==> src/rtl/hbc_pkg.sv <==
package hbc_pkg;

    typedef enum logic [1:0] {
        CMD_COAST = 2'b00,
        CMD_FWD   = 2'b01,
        CMD_REV   = 2'b10,
        CMD_BRAKE = 2'b11
    } cmd_e;

    typedef enum logic [3:0] {
        ST_SLEEP,
        ST_WAKE,
        ST_FAULT,
        ST_IDLE,
        ST_DEAD,
        ST_DRIVE,
        ST_CHOP_DEAD,
        ST_CHOP_SR,
        ST_CHOP_REC,
        ST_BRAKE
    } state_e;

    typedef struct packed {
        logic hs_a;
        logic ls_a;
        logic hs_b;
        logic ls_b;
    } gates_t;

    function automatic int ns_to_cyc(input int clk_hz, input int ns);
        int c;
        c = ((clk_hz / 1_000_000) * ns) / 1000;
        return (c < 1) ? 1 : c;
    endfunction

endpackage

==> src/rtl/hbc_sync.sv <==
module hbc_sync #(
    parameter int W = 1
) (
    input  logic         clk_i,
    input  logic         rst_n_i,
    input  logic [W-1:0] d_i,
    output logic [W-1:0] q_o
);
    logic [W-1:0] meta_q;
    logic [W-1:0] sync_q;

    always_ff @(posedge clk_i or negedge rst_n_i) begin
        if (!rst_n_i) begin
            meta_q <= '0;
            sync_q <= '0;
        end else begin
            meta_q <= d_i;
            sync_q <= meta_q;
        end
    end

    assign q_o = sync_q;
endmodule

==> src/rtl/hbc_decode.sv <==
module hbc_decode
    import hbc_pkg::*;
(
    input  logic dir_a_i,
    input  logic dir_b_i,
    output cmd_e cmd_o
);
    always_comb begin
        unique case ({dir_b_i, dir_a_i})
            2'b00:   cmd_o = CMD_COAST;
            2'b01:   cmd_o = CMD_FWD;
            2'b10:   cmd_o = CMD_REV;
            default: cmd_o = CMD_BRAKE;
        endcase
    end
endmodule

==> src/rtl/hbc_timer.sv <==
module hbc_timer #(
    parameter int W = 8
) (
    input  logic         clk_i,
    input  logic         rst_n_i,
    input  logic         load_i,
    input  logic [W-1:0] load_val_i,
    output logic         zero_o
);
    logic [W-1:0] cnt_q;

    always_ff @(posedge clk_i or negedge rst_n_i) begin
        if (!rst_n_i) begin
            cnt_q <= '0;
        end else if (load_i) begin
            cnt_q <= load_val_i;
        end else if (cnt_q != '0) begin
            cnt_q <= cnt_q - 1'b1;
        end
    end

    assign zero_o = (cnt_q == '0);
endmodule

==> src/rtl/hbridge_chop_ctrl.sv <==
module hbridge_chop_ctrl
    import hbc_pkg::*;
#(
    parameter int CLK_HZ   = 200_000_000,
    parameter int OFF_NS   = 3000,
    parameter int BLANK_NS = 3000,
    parameter int DEAD_NS  = 425,
    parameter int WAKE_NS  = 1_500_000
) (
    input  logic clk_i,
    input  logic rst_n_i,
    input  logic dir_a_i,
    input  logic dir_b_i,
    input  logic sleep_n_i,
    input  logic trip_i,
    input  logic therm_flt_i,
    input  logic uv_flt_i,
    output logic gate_hs_a_o,
    output logic gate_ls_a_o,
    output logic gate_hs_b_o,
    output logic gate_ls_b_o
);
    localparam int OFF_RAW   = ns_to_cyc(CLK_HZ, OFF_NS);
    localparam int BLANK_CYC = ns_to_cyc(CLK_HZ, BLANK_NS);
    localparam int DEAD_CYC  = ns_to_cyc(CLK_HZ, DEAD_NS);
    localparam int WAKE_CYC  = ns_to_cyc(CLK_HZ, WAKE_NS);
    // Off-time must hold two crossover gaps and at least one SR cycle.
    localparam int OFF_CYC   = (OFF_RAW < 2 * DEAD_CYC + 1) ? 2 * DEAD_CYC + 1 : OFF_RAW;
    localparam int SR_CYC    = OFF_CYC - 2 * DEAD_CYC;
    localparam int PH_MAX    = (WAKE_CYC > OFF_CYC) ? WAKE_CYC : OFF_CYC;
    localparam int PH_W      = $clog2(PH_MAX + 1);
    localparam int BL_W      = $clog2(BLANK_CYC + 1);

    // Input conditioning
    logic [2:0] sync_q;
    logic       sleep_s;
    cmd_e       cmd_s;

    hbc_sync #(.W(3)) u_sync (
        .clk_i   (clk_i),
        .rst_n_i (rst_n_i),
        .d_i     ({sleep_n_i, dir_b_i, dir_a_i}),
        .q_o     (sync_q)
    );

    assign sleep_s = sync_q[2];

    hbc_decode u_dec (
        .dir_a_i (sync_q[0]),
        .dir_b_i (sync_q[1]),
        .cmd_o   (cmd_s)
    );

    // Timers
    logic            ph_load;
    logic [PH_W-1:0] ph_val;
    logic            ph_zero;
    logic            bl_load;
    logic            bl_zero;

    hbc_timer #(.W(PH_W)) u_phase_tmr (
        .clk_i      (clk_i),
        .rst_n_i    (rst_n_i),
        .load_i     (ph_load),
        .load_val_i (ph_val),
        .zero_o     (ph_zero)
    );

    hbc_timer #(.W(BL_W)) u_blank_tmr (
        .clk_i      (clk_i),
        .rst_n_i    (rst_n_i),
        .load_i     (bl_load),
        .load_val_i (BL_W'(BLANK_CYC - 1)),
        .zero_o     (bl_zero)
    );

    // State register
    state_e state_q, state_d;
    cmd_e   cmd_q, cmd_d;
    logic   fault;
    logic   cmd_chg;

    assign fault   = therm_flt_i | uv_flt_i;
    assign cmd_chg = (cmd_s != cmd_q);

    always_ff @(posedge clk_i or negedge rst_n_i) begin
        if (!rst_n_i) begin
            state_q <= ST_SLEEP;
            cmd_q   <= CMD_COAST;
        end else begin
            state_q <= state_d;
            cmd_q   <= cmd_d;
        end
    end

    // Next-state logic
    always_comb begin
        state_d = state_q;
        cmd_d   = cmd_q;
        ph_load = 1'b0;
        ph_val  = '0;
        bl_load = 1'b0;

        if (!sleep_s) begin
            state_d = ST_SLEEP;
            cmd_d   = CMD_COAST;
        end else if (fault) begin
            state_d = ST_FAULT;
            cmd_d   = CMD_COAST;
        end else begin
            unique case (state_q)
                ST_SLEEP: begin
                    state_d = ST_WAKE;
                    ph_load = 1'b1;
                    ph_val  = PH_W'(WAKE_CYC - 1);
                end
                ST_WAKE: begin
                    if (ph_zero) state_d = ST_IDLE;
                end
                ST_FAULT: begin
                    state_d = ST_IDLE;
                end
                ST_IDLE: begin
                    if (cmd_s != CMD_COAST) begin
                        state_d = ST_DEAD;
                        cmd_d   = cmd_s;
                        ph_load = 1'b1;
                        ph_val  = PH_W'(DEAD_CYC - 1);
                    end
                end
                ST_DEAD: begin
                    if (cmd_chg) begin
                        cmd_d   = cmd_s;
                        ph_load = 1'b1;
                        ph_val  = PH_W'(DEAD_CYC - 1);
                    end else if (ph_zero) begin
                        unique case (cmd_q)
                            CMD_COAST: state_d = ST_IDLE;
                            CMD_BRAKE: state_d = ST_BRAKE;
                            default: begin
                                state_d = ST_DRIVE;
                                bl_load = 1'b1;
                            end
                        endcase
                    end
                end
                ST_DRIVE: begin
                    if (cmd_chg) begin
                        state_d = ST_DEAD;
                        cmd_d   = cmd_s;
                        ph_load = 1'b1;
                        ph_val  = PH_W'(DEAD_CYC - 1);
                    end else if (trip_i && bl_zero) begin
                        state_d = ST_CHOP_DEAD;
                        ph_load = 1'b1;
                        ph_val  = PH_W'(DEAD_CYC - 1);
                    end
                end
                ST_CHOP_DEAD: begin
                    if (cmd_chg) begin
                        state_d = ST_DEAD;
                        cmd_d   = cmd_s;
                        ph_load = 1'b1;
                        ph_val  = PH_W'(DEAD_CYC - 1);
                    end else if (ph_zero) begin
                        state_d = ST_CHOP_SR;
                        ph_load = 1'b1;
                        ph_val  = PH_W'(SR_CYC - 1);
                    end
                end
                ST_CHOP_SR: begin
                    if (cmd_chg) begin
                        state_d = ST_DEAD;
                        cmd_d   = cmd_s;
                        ph_load = 1'b1;
                        ph_val  = PH_W'(DEAD_CYC - 1);
                    end else if (ph_zero) begin
                        state_d = ST_CHOP_REC;
                        ph_load = 1'b1;
                        ph_val  = PH_W'(DEAD_CYC - 1);
                    end
                end
                ST_CHOP_REC: begin
                    if (cmd_chg) begin
                        state_d = ST_DEAD;
                        cmd_d   = cmd_s;
                        ph_load = 1'b1;
                        ph_val  = PH_W'(DEAD_CYC - 1);
                    end else if (ph_zero) begin
                        state_d = ST_DRIVE;
                        bl_load = 1'b1;
                    end
                end
                ST_BRAKE: begin
                    if (cmd_chg) begin
                        state_d = ST_DEAD;
                        cmd_d   = cmd_s;
                        ph_load = 1'b1;
                        ph_val  = PH_W'(DEAD_CYC - 1);
                    end
                end
                default: begin
                    state_d = ST_SLEEP;
                    cmd_d   = CMD_COAST;
                end
            endcase
        end
    end

    // Output decode
    gates_t gates;

    always_comb begin
        gates = '0;
        unique case (state_q)
            ST_DRIVE: begin
                if (cmd_q == CMD_FWD) begin
                    gates.hs_a = 1'b1;
                    gates.ls_b = 1'b1;
                end else if (cmd_q == CMD_REV) begin
                    gates.hs_b = 1'b1;
                    gates.ls_a = 1'b1;
                end
            end
            ST_CHOP_DEAD, ST_CHOP_REC: begin
                if (cmd_q == CMD_FWD) gates.ls_b = 1'b1;
                else if (cmd_q == CMD_REV) gates.ls_a = 1'b1;
            end
            ST_CHOP_SR, ST_BRAKE: begin
                gates.ls_a = 1'b1;
                gates.ls_b = 1'b1;
            end
            default: gates = '0;
        endcase
    end

    assign gate_hs_a_o = gates.hs_a;
    assign gate_ls_a_o = gates.ls_a;
    assign gate_hs_b_o = gates.hs_b;
    assign gate_ls_b_o = gates.ls_b;
endmodule

==> config.mk <==
export PLATFORM = sky130hd
export DESIGN_NAME = hbridge_chop_ctrl
export DESIGN_NICKNAME = d
export VERILOG_FILES = /design/src/rtl/hbc_pkg.sv /design/src/rtl/hbc_sync.sv /design/src/rtl/hbc_decode.sv /design/src/rtl/hbc_timer.sv /design/src/rtl/hbridge_chop_ctrl.sv
export SDC_FILE = /design/constraint.sdc
export NUM_CORES = 1
export LEC_CHECK = 0
export CELL_PAD_IN_SITES_DETAIL_PLACEMENT = 0
export CELL_PAD_IN_SITES_GLOBAL_PLACEMENT = 2
export CORE_ASPECT_RATIO = 1.75
export CORE_MARGIN = 5
export CORE_UTILIZATION = 38
export DETAILED_ROUTE_END_ITERATION = 8
export GPL_TIMING_DRIVEN = 0
export PLACE_DENSITY_LB_ADDON = 0.1
export SLEW_MARGIN = 25
export SYNTH_ARGS = -nofsm -noshare
export SYNTH_HDL_FRONTEND = slang
export SYNTH_SLANG_ARGS = --single-unit
==> constraint.sdc <==
create_clock -name clk_i -period 3.15 [get_ports clk_i]
set_clock_uncertainty 0.1 [all_clocks]
set_input_delay 0.4725 -clock clk_i [delete_from_list [all_inputs] [get_ports clk_i]]
set_output_delay 0.4725 -clock clk_i [all_outputs]
set_load 0.05 [all_outputs]
==> flow_summary.json, run 1 <==
{
  "layout_worst_path_cycle_share": 0.964,
  "syn-mean-instance-area_um2": 8.96,
  "synthArstFlopShare": 1.00,
  "synth.distinct_cells": 54,
  "core_area_um2": 6590,
  "grt_met2_use": 0.309,
  "die_height_um": 119,
  "remaining_global_route_overflow": 0,
  "first_iter_violations": 149,
  "numPortBuffers": 11,
  "critPathRequiredTime_ps": 2580,
  "pre_cts_slack_ps": -78.6,
  "initial_utilization": 0.390,
  "min_period_ps": 3040,
  "route.final.wire_length_um": 6780,
  "yosys.area_share.simple": 0.259,
  "synth.largest_area_cell": "dfrtp_1",
  "combPwrFrac": 0.193,
  "fp-row-count": 39,
  "routed_via_density": 5.70,
  "max_freq_mhz": 329,
  "final_setup_viols": 0,
  "vias_in_the_first_global_route": 2281,
  "synth_compound_gate_area_share": 0.162,
  "die_area_um2": 8580,
  "ys.flop_type": "dfrtp_1",
  "final_antenna_net_count": 0,
  "finalPower_w": 0.00165,
  "grt_pass1_wl_um": 11300,
  "worstSetupEndpointType": "output pin",
  "globalRouteMet3Util": 0.0253,
  "dominant_combinational_cell_family_by_area_after_synthesis": "simple AND/OR/NAND/NOR gates",
  "synth_top_area_frac": 0.399,
  "wl_per_cell_um": 17.4,
  "power.share.clock": 0.369,
  "globalRouteMet1Util": 0.184,
  "timing.slew.headroom": 0.472,
  "syn_to_final_growth_pct": 16.1,
  "peak_supply_drop_uv": 342,
  "boundaryPins": 12,
  "overall_global_routing_resource_usage": 0.171,
  "cts.root.buffer_cell": "clkbuf_16",
  "placed_area_um2": 2810,
  "final_core_util": 0.453,
  "routed-via-count": 2218,
  "tritoncts": "done",
  "grt_antenna_before_repair": 0,
  "clock_sink_count": 41,
  "worstSetupStartpointType": "flop",
  "max-cap-violations": 0,
  "fp.dieW_um": 72.2,
  "summed_instance_area_of_the_synthesized_netlist_um2": 2570,
  "nNetsFinal": 321,
  "setup_repair_after_global_routing_missed_its_margin": "false",
  "internal_power_w": 0.00118,
  "power.leakage_nw": 1.12,
  "post-route-worst-setup-slack_ps": 112,
  "type_of_the_most_critical_hold_path": "in -> async",
  "finalHoldViolCount": 2,
  "first_drt_pass_iteration_count": 4,
  "worst-endpoint-arrival_ps": 2470,
  "post_cts_clock_slew_at_the_launch_and_capture_registers_of_the_worst_setup_and_hold_paths_ps": 60,
  "bufs_on_longest_clock_path": 2,
  "share_of_total_power_in_sequential_cells": 0.438,
  "final_cell_area_um2": 2980,
  "synth-seq-cells": 41,
  "busiest_layer": "met2",
  "layout-drive-gt1-share": 0.0977,
  "route.detailed.drc": 0,
  "whs_ps": -0.952,
  "post-dp-hpwl_um": 5080,
  "power-per-cell-area_nw_per_um2": 553,
  "gp_routability_congestion": 0.810,
  "post_synth_mux_area_share": 0.0117,
  "path_max_fanout": 7,
  "netSwitchingFraction": 0.286,
  "synth_edf_count": 0,
  "cts_inserted_buffers": 5,
  "synthTopCellsByArea": "dfrtp_1 (40%), xnor2_1 (5.5%), o21ai_0 (4.5%)",
  "yosys.area_share.adder": 0.0341,
  "h-tree-depth": 2,
  "worstSetupPathType": "reg -> out",
  "syn-instance-count": 287,
  "clk-insertion-delay-late_ps": 290,
  "worst-slew-pin-transition_ps": 785,
  "largest_net_degree_at_the_start_of_global_routing": 29,
  "antennaDiodeCount": 0,
  "synth_warnings": 0,
  "p_sw_w": 0.000472,
  "synthesis.nets": 302,
  "post_synthesis_share_of_cell_area_spent_on_xor_and_xnor_gates": 0.0886,
  "slew_violations": 0,
  "run_status": "finished, violations left",
  "violations": "hold timing",
  "synth_seq_area_share": 0.399
}
[layer usage]
layer | share of wire | up-vias | routed length, um
li1 | - | 1073 | -
met1 | 0.38 | 1067 | 2600
met2 | 0.55 | 60 | 3720
met3 | 0.030 | 18 | 205
met4 | 0.037 | 0 | 249
met5 | 0 | - | 0
[critical path, stage by stage, from the launching register on]
cell             delay [ps]
dfrtp_1                 480
nor4bb_2                690
and2_1                  210
clkdlybuf4s50_1         790
[repair_timing]
item / in CTS / in global routing
setup buffers: 0 / 0
endpoints found under the setup margin: 9 / 6
resized for setup: 3 / 7
hold buffers: 0 / 0
[path summary, 6_finish.rpt]
check | from | to | slack [ps] | cells after the start
setup / recovery | state_q[2] | gate_hs_a_o | 110 | 3
hold / removal | rst_n_i | u_sync.meta_q[2] | -1 | 1
setup reg to reg | u_phase_tmr.cnt_q[0] | state_q[0] | 190 | 9
hold reg to reg | u_sync.meta_q[0] | u_sync.q_o[0] | 250 | 0
max in group asynchronous | rst_n_i | u_phase_tmr.cnt_q[4] | 2470 | 2
min in group clk_i | u_sync.meta_q[0] | u_sync.q_o[0] | 250 | 0
[power groups by stage]
stage	Combinational (W)	Sequential, W	Clock (W)
4_1_cts	0.000323	0.000721	0.000626
3_5_place_dp	0.000321	0.000728	0
6_report	0.000319	0.000722	0.000608
3_3_place_gp	0.000314	0.000726	0
5_1_grt	0.000363	0.000740	0.000650
2_1_floorplan	0.000247	0.000706	0
[cells by family (layout without fill, tap and decap cells)]
logic type / after synthesis / in the layout
AOI/OAI and AO/OA: 62 / 62
xor gates and xnor gates: 26 / 26
adders and majority gates: 7 / 7
buffers and inverters: 24 / 44
DFF: 41 / 41
muxes: 3 / 3
and+or+nand+nor: 124 / 124
[stage by stage]
stage / setup TNS [ps] / hold WS [ps] / cells
4_1_cts: 0 / 4.56 / 389
2_1_floorplan: 0 / 76.9 / 287
3_5_place_dp: -296 / 238 / 381
5_1_grt: 0 / 25.9 / 389
3_3_place_gp: -138 / 234 / 380
6_report: 0 / -0.952 / 389
[area by class of cell]
type,instances,area (um^2)
fill,685,3600
multi-input combinational,222,1450
sequential,41,1030
clock buffer,6,139
timing repair buffer,12,115
tap,82,103
buffer,13,75.1
inverter,11,41.3
clock inverter,2,37.5
[Yosys cell counts, types with 2 or more instances]
cell / number
and2_1: 4
o31ai_1: 2
nor3_1: 16
nand2_1: 23
xnor2_1: 16
nand3_1: 11
xor2_1: 10
nand4_1: 4
o211ai_1: 4
nor4b_1: 2
nor3b_1: 4
a21oi_1: 9
nor2_1: 29
o32ai_1: 2
a31oi_1: 2
o21ai_0: 23
or4_4: 2
dfrtp_1: 41
buf_6: 3
clkbuf_1: 7
ha_1: 7
nand2b_1: 4
nor4_1: 11
a211oi_1: 5
buf_2: 3
inv_1: 11
or3_1: 2
mux2i_1: 3
nor2b_1: 2
[layout by cell type (no fill, tap or decap), types with 8 or more instances in the layout]
cell	count
a21oi_1	9
clkdlybuf4s50_1	8
dfrtp_1	41
inv_1	11
nand2_1	23
nand3_1	11
nor2_1	29
nor3_1	16
nor4_1	9
o21ai_0	23
xnor2_1	16
xor2_1	10
[sequential cells by signal, summed over array words and instances (netlist names)]
register,count
u_phase_tmr.cnt_q,19
u_blank_tmr.cnt_q,10
state_q,4
u_sync.meta_q,3
u_sync.q_o,3
cmd_q,2
No activity file was read; power rests on OpenSTA's default activity.
==> run 2: changes to the inputs <==
Settings changed: ABC_AREA set to 1, CORE_UTILIZATION 38 to 36, RECOVER_POWER set to 100.
==> flow_summary.json, run 2 <==
{
  "synth.top_cells.by_count": "nand2_1 (66), nor2_1 (49), dfrtp_1 (41)",
  "worst-path-stages": 8,
  "max-cap-violations": 0,
  "final_antenna_net_count": 0,
  "first_iter_violations": 72,
  "summed_instance_area_of_the_synthesized_netlist_um2": 2490,
  "syn-mean-instance-area_um2": 7.65,
  "nNetsFinal": 360,
  "remaining_global_route_overflow": 0,
  "critPathRequiredTime_ps": 2580,
  "hold_path_end": "u_sync.q_o[2]",
  "topRoutingLayerUsed": "met4",
  "timing.slew.headroom": 0.161,
  "worstSetupStartpointType": "flop",
  "grt_antenna_before_repair": 0,
  "worstSetupPathType": "reg -> out",
  "core_area_um2": 6810,
  "synth.largest_area_cell": "dfrtp_1",
  "run_status": "completed",
  "routed_via_density": 4.97,
  "clk-insertion-delay-late_ps": 290,
  "synthesis.nets": 341,
  "power.leakage_nw": 1.34,
  "finalPower_w": 0.00170,
  "worstSetupEndpointType": "output pin",
  "die_height_um": 120,
  "whs_ps": 246,
  "setup.worst_path.start": "state_q[3]",
  "synth-seq-cells": 41,
  "final_core_util": 0.419,
  "placed_cells": 422,
  "final_setup_viols": 0,
  "path_max_fanout": 6,
  "route.detailed.drc": 0,
  "h-tree-depth": 2,
  "worst-endpoint-arrival_ps": 2400,
  "cts_inserted_buffers": 5,
  "worst_stage_delay_on_the_critical_path_ps": 830,
  "biggestRegsByFlops": "u_phase_tmr.cnt_q x19, u_blank_tmr.cnt_q x10, state_q x4",
  "peak_supply_drop_uv": 274,
  "layout-drive-gt1-share": 0.0867,
  "max_freq_mhz": 337,
  "r2r-start": "u_phase_tmr.cnt_q[0]",
  "routed-via-count": 2138,
  "post_layout_nonfiller_instances": 430,
  "layout_worst_path_cycle_share": 0.943,
  "vias_in_the_first_global_route": 2227,
  "crit_family": "buffers and inverters",
  "finalHoldViolCount": 0,
  "initial_utilization": 0.367,
  "fp-row-count": 40,
  "synth_top_area_frac": 0.411,
  "syn-instance-count": 326,
  "count_leader_synth": "nand2_1",
  "numPortBuffers": 11,
  "synth_edf_count": 0,
  "critical_path.reg2reg.endpoint": "u_blank_tmr.cnt_q[3]",
  "power-per-cell-area_nw_per_um2": 597,
  "largest_net_degree_at_the_start_of_global_routing": 23,
  "gp_routability_congestion": 0.872,
  "post-dp-hpwl_um": 4770,
  "synth.distinct_cells": 31,
  "die_area_um2": 8760,
  "hp-start": "u_sync.meta_q[2]",
  "synthArstFlopShare": 1.00,
  "synthTopCellsByArea": "dfrtp_1 (41%), nand2_1 (9.9%), nor2_1 (7.4%)",
  "min_delay_path_depth": 0,
  "cts_setup_buffers": 0,
  "ys.flop_type": "dfrtp_1",
  "tritoncts": "done",
  "bufs_on_longest_clock_path": 2,
  "min_period_ps": 2970,
  "final_common_cell": "nand2_1",
  "timing.reg2reg.worst_path_depth": 9,
  "final_setup_tns_ps": 0,
  "largest-register": "u_phase_tmr.cnt_q",
  "synth_warnings": 0,
  "worst-slew-pin-transition_ps": 1260,
  "slew_violations": 0,
  "met3_length_um": 188,
  "fp.dieW_um": 72.9,
  "drt-met1-wl_um": 2280,
  "grt_pass1_wl_um": 10300,
  "worstPathCellList": "inv_2 -> nand2_4 -> inv_2 -> nand2_1 -> nor2_2 -> nor3_1 -> o21ai_0 -> clkdlybuf4s50_1",
  "setup_repair_after_global_routing_missed_its_margin": "false",
  "wl_per_cell_um": 14.0,
  "route.final.wire_length_um": 6010,
  "post_cts_clock_slew_at_the_launch_and_capture_registers_of_the_worst_setup_and_hold_paths_ps": 60,
  "wl_met2_um": 3310,
  "path_buf_inv": 3,
  "overall_global_routing_resource_usage": 0.152,
  "worst-r2r-setup-slack_ps": 430,
  "cts_resized": 0,
  "crit_path_top_delay_cell": "clkdlybuf4s50_1",
  "cts.root.buffer_cell": "clkbuf_16",
  "antennaDiodeCount": 0,
  "boundaryPins": 12,
  "cts-hold-fix-buffers": 0,
  "synth_seq_area_share": 0.411,
  "most-common-layout-cells": "nand2_1 (69), nor2_1 (51), dfrtp_1 (41), inv_1 (33), nand3_1 (23)",
  "first_drt_pass_iteration_count": 4,
  "syn_to_final_growth_pct": 14.4,
  "cp_common_cell": "inv_2",
  "largest_register_ff_count": 19,
  "type_of_the_most_critical_hold_path": "reg -> reg",
  "clock_sink_count": 41
}
==> run 2: cell type report <==
| type | instances | area [um^2] |
|---|---|---|
| clock inverters | 3 | 65.1 |
| well taps | 84 | 105 |
| plain buffers | 2 | 15.0 |
| repair buffers | 12 | 108 |
| multi-input cells | 248 | 1280 |
| inverters | 35 | 131 |
| flip-flops and latches | 41 | 1030 |
| fillers | 736 | 3950 |
| clock buffers | 5 | 125 |
==> run 2: kinds of logic after synthesis <==
kind of cell / after synthesis / share of synthesized area
AOI/OAI and AO/OA: 47 / 0.103
xor gates and xnor gates: 19 / 0.0667
adders and majority gates: 7 / 0.0351
buffers and inverters: 37 / 0.0617
DFF: 41 / 0.411
and+or+nand+nor: 175 / 0.322
==> run 2: layer usage <==
layer	track usage	vias to the layer above
li1	-	1091
met1	0.154	992
met2	0.282	39
met3	0.0302	16
met4	0.0785	0
met5	0	-
==> run 2: report_power, final <==
| part | total, W | leakage [nW] | internal [W] | switching [W] |
|---|---|---|---|---|
| clock | 0.000657 | 0.0938 | 0.000452 | 0.000205 |
| sequential | 0.000700 | 0.484 | 0.000620 | 0.0000807 |
| combinational | 0.000347 | 0.764 | 0.000152 | 0.000195 |
==> run 2: worst max-delay path by stage <==
stage | endpoint | slack (ps)
floorplan | gate_ls_a_o | 530
global route | gate_ls_b_o | 30
finish | gate_ls_b_o | 180
CTS | gate_ls_b_o | 150
global placement | u_blank_tmr.cnt_q[2] | 300
detailed placement | gate_ls_b_o | 460
==> run 2: metrics by stage <==
stage          setup WS (ps)  area [um^2]
2_1_floorplan            527         2490
3_3_place_gp             296         2710
3_5_place_dp             461         2730
4_1_cts                  149         2920
5_1_grt                 27.6         2860
6_report                 181         2860
==> run 2: worst register-to-register path, cell delays in order, from the launching register on <==
cell     delay [ps]
dfrtp_1         360
inv_1           110
ha_1            220
nand2_1         140
nor2_1          310
nand3_1         370
inv_1           380
nand3_1         330
inv_1           220
nor2_1           70
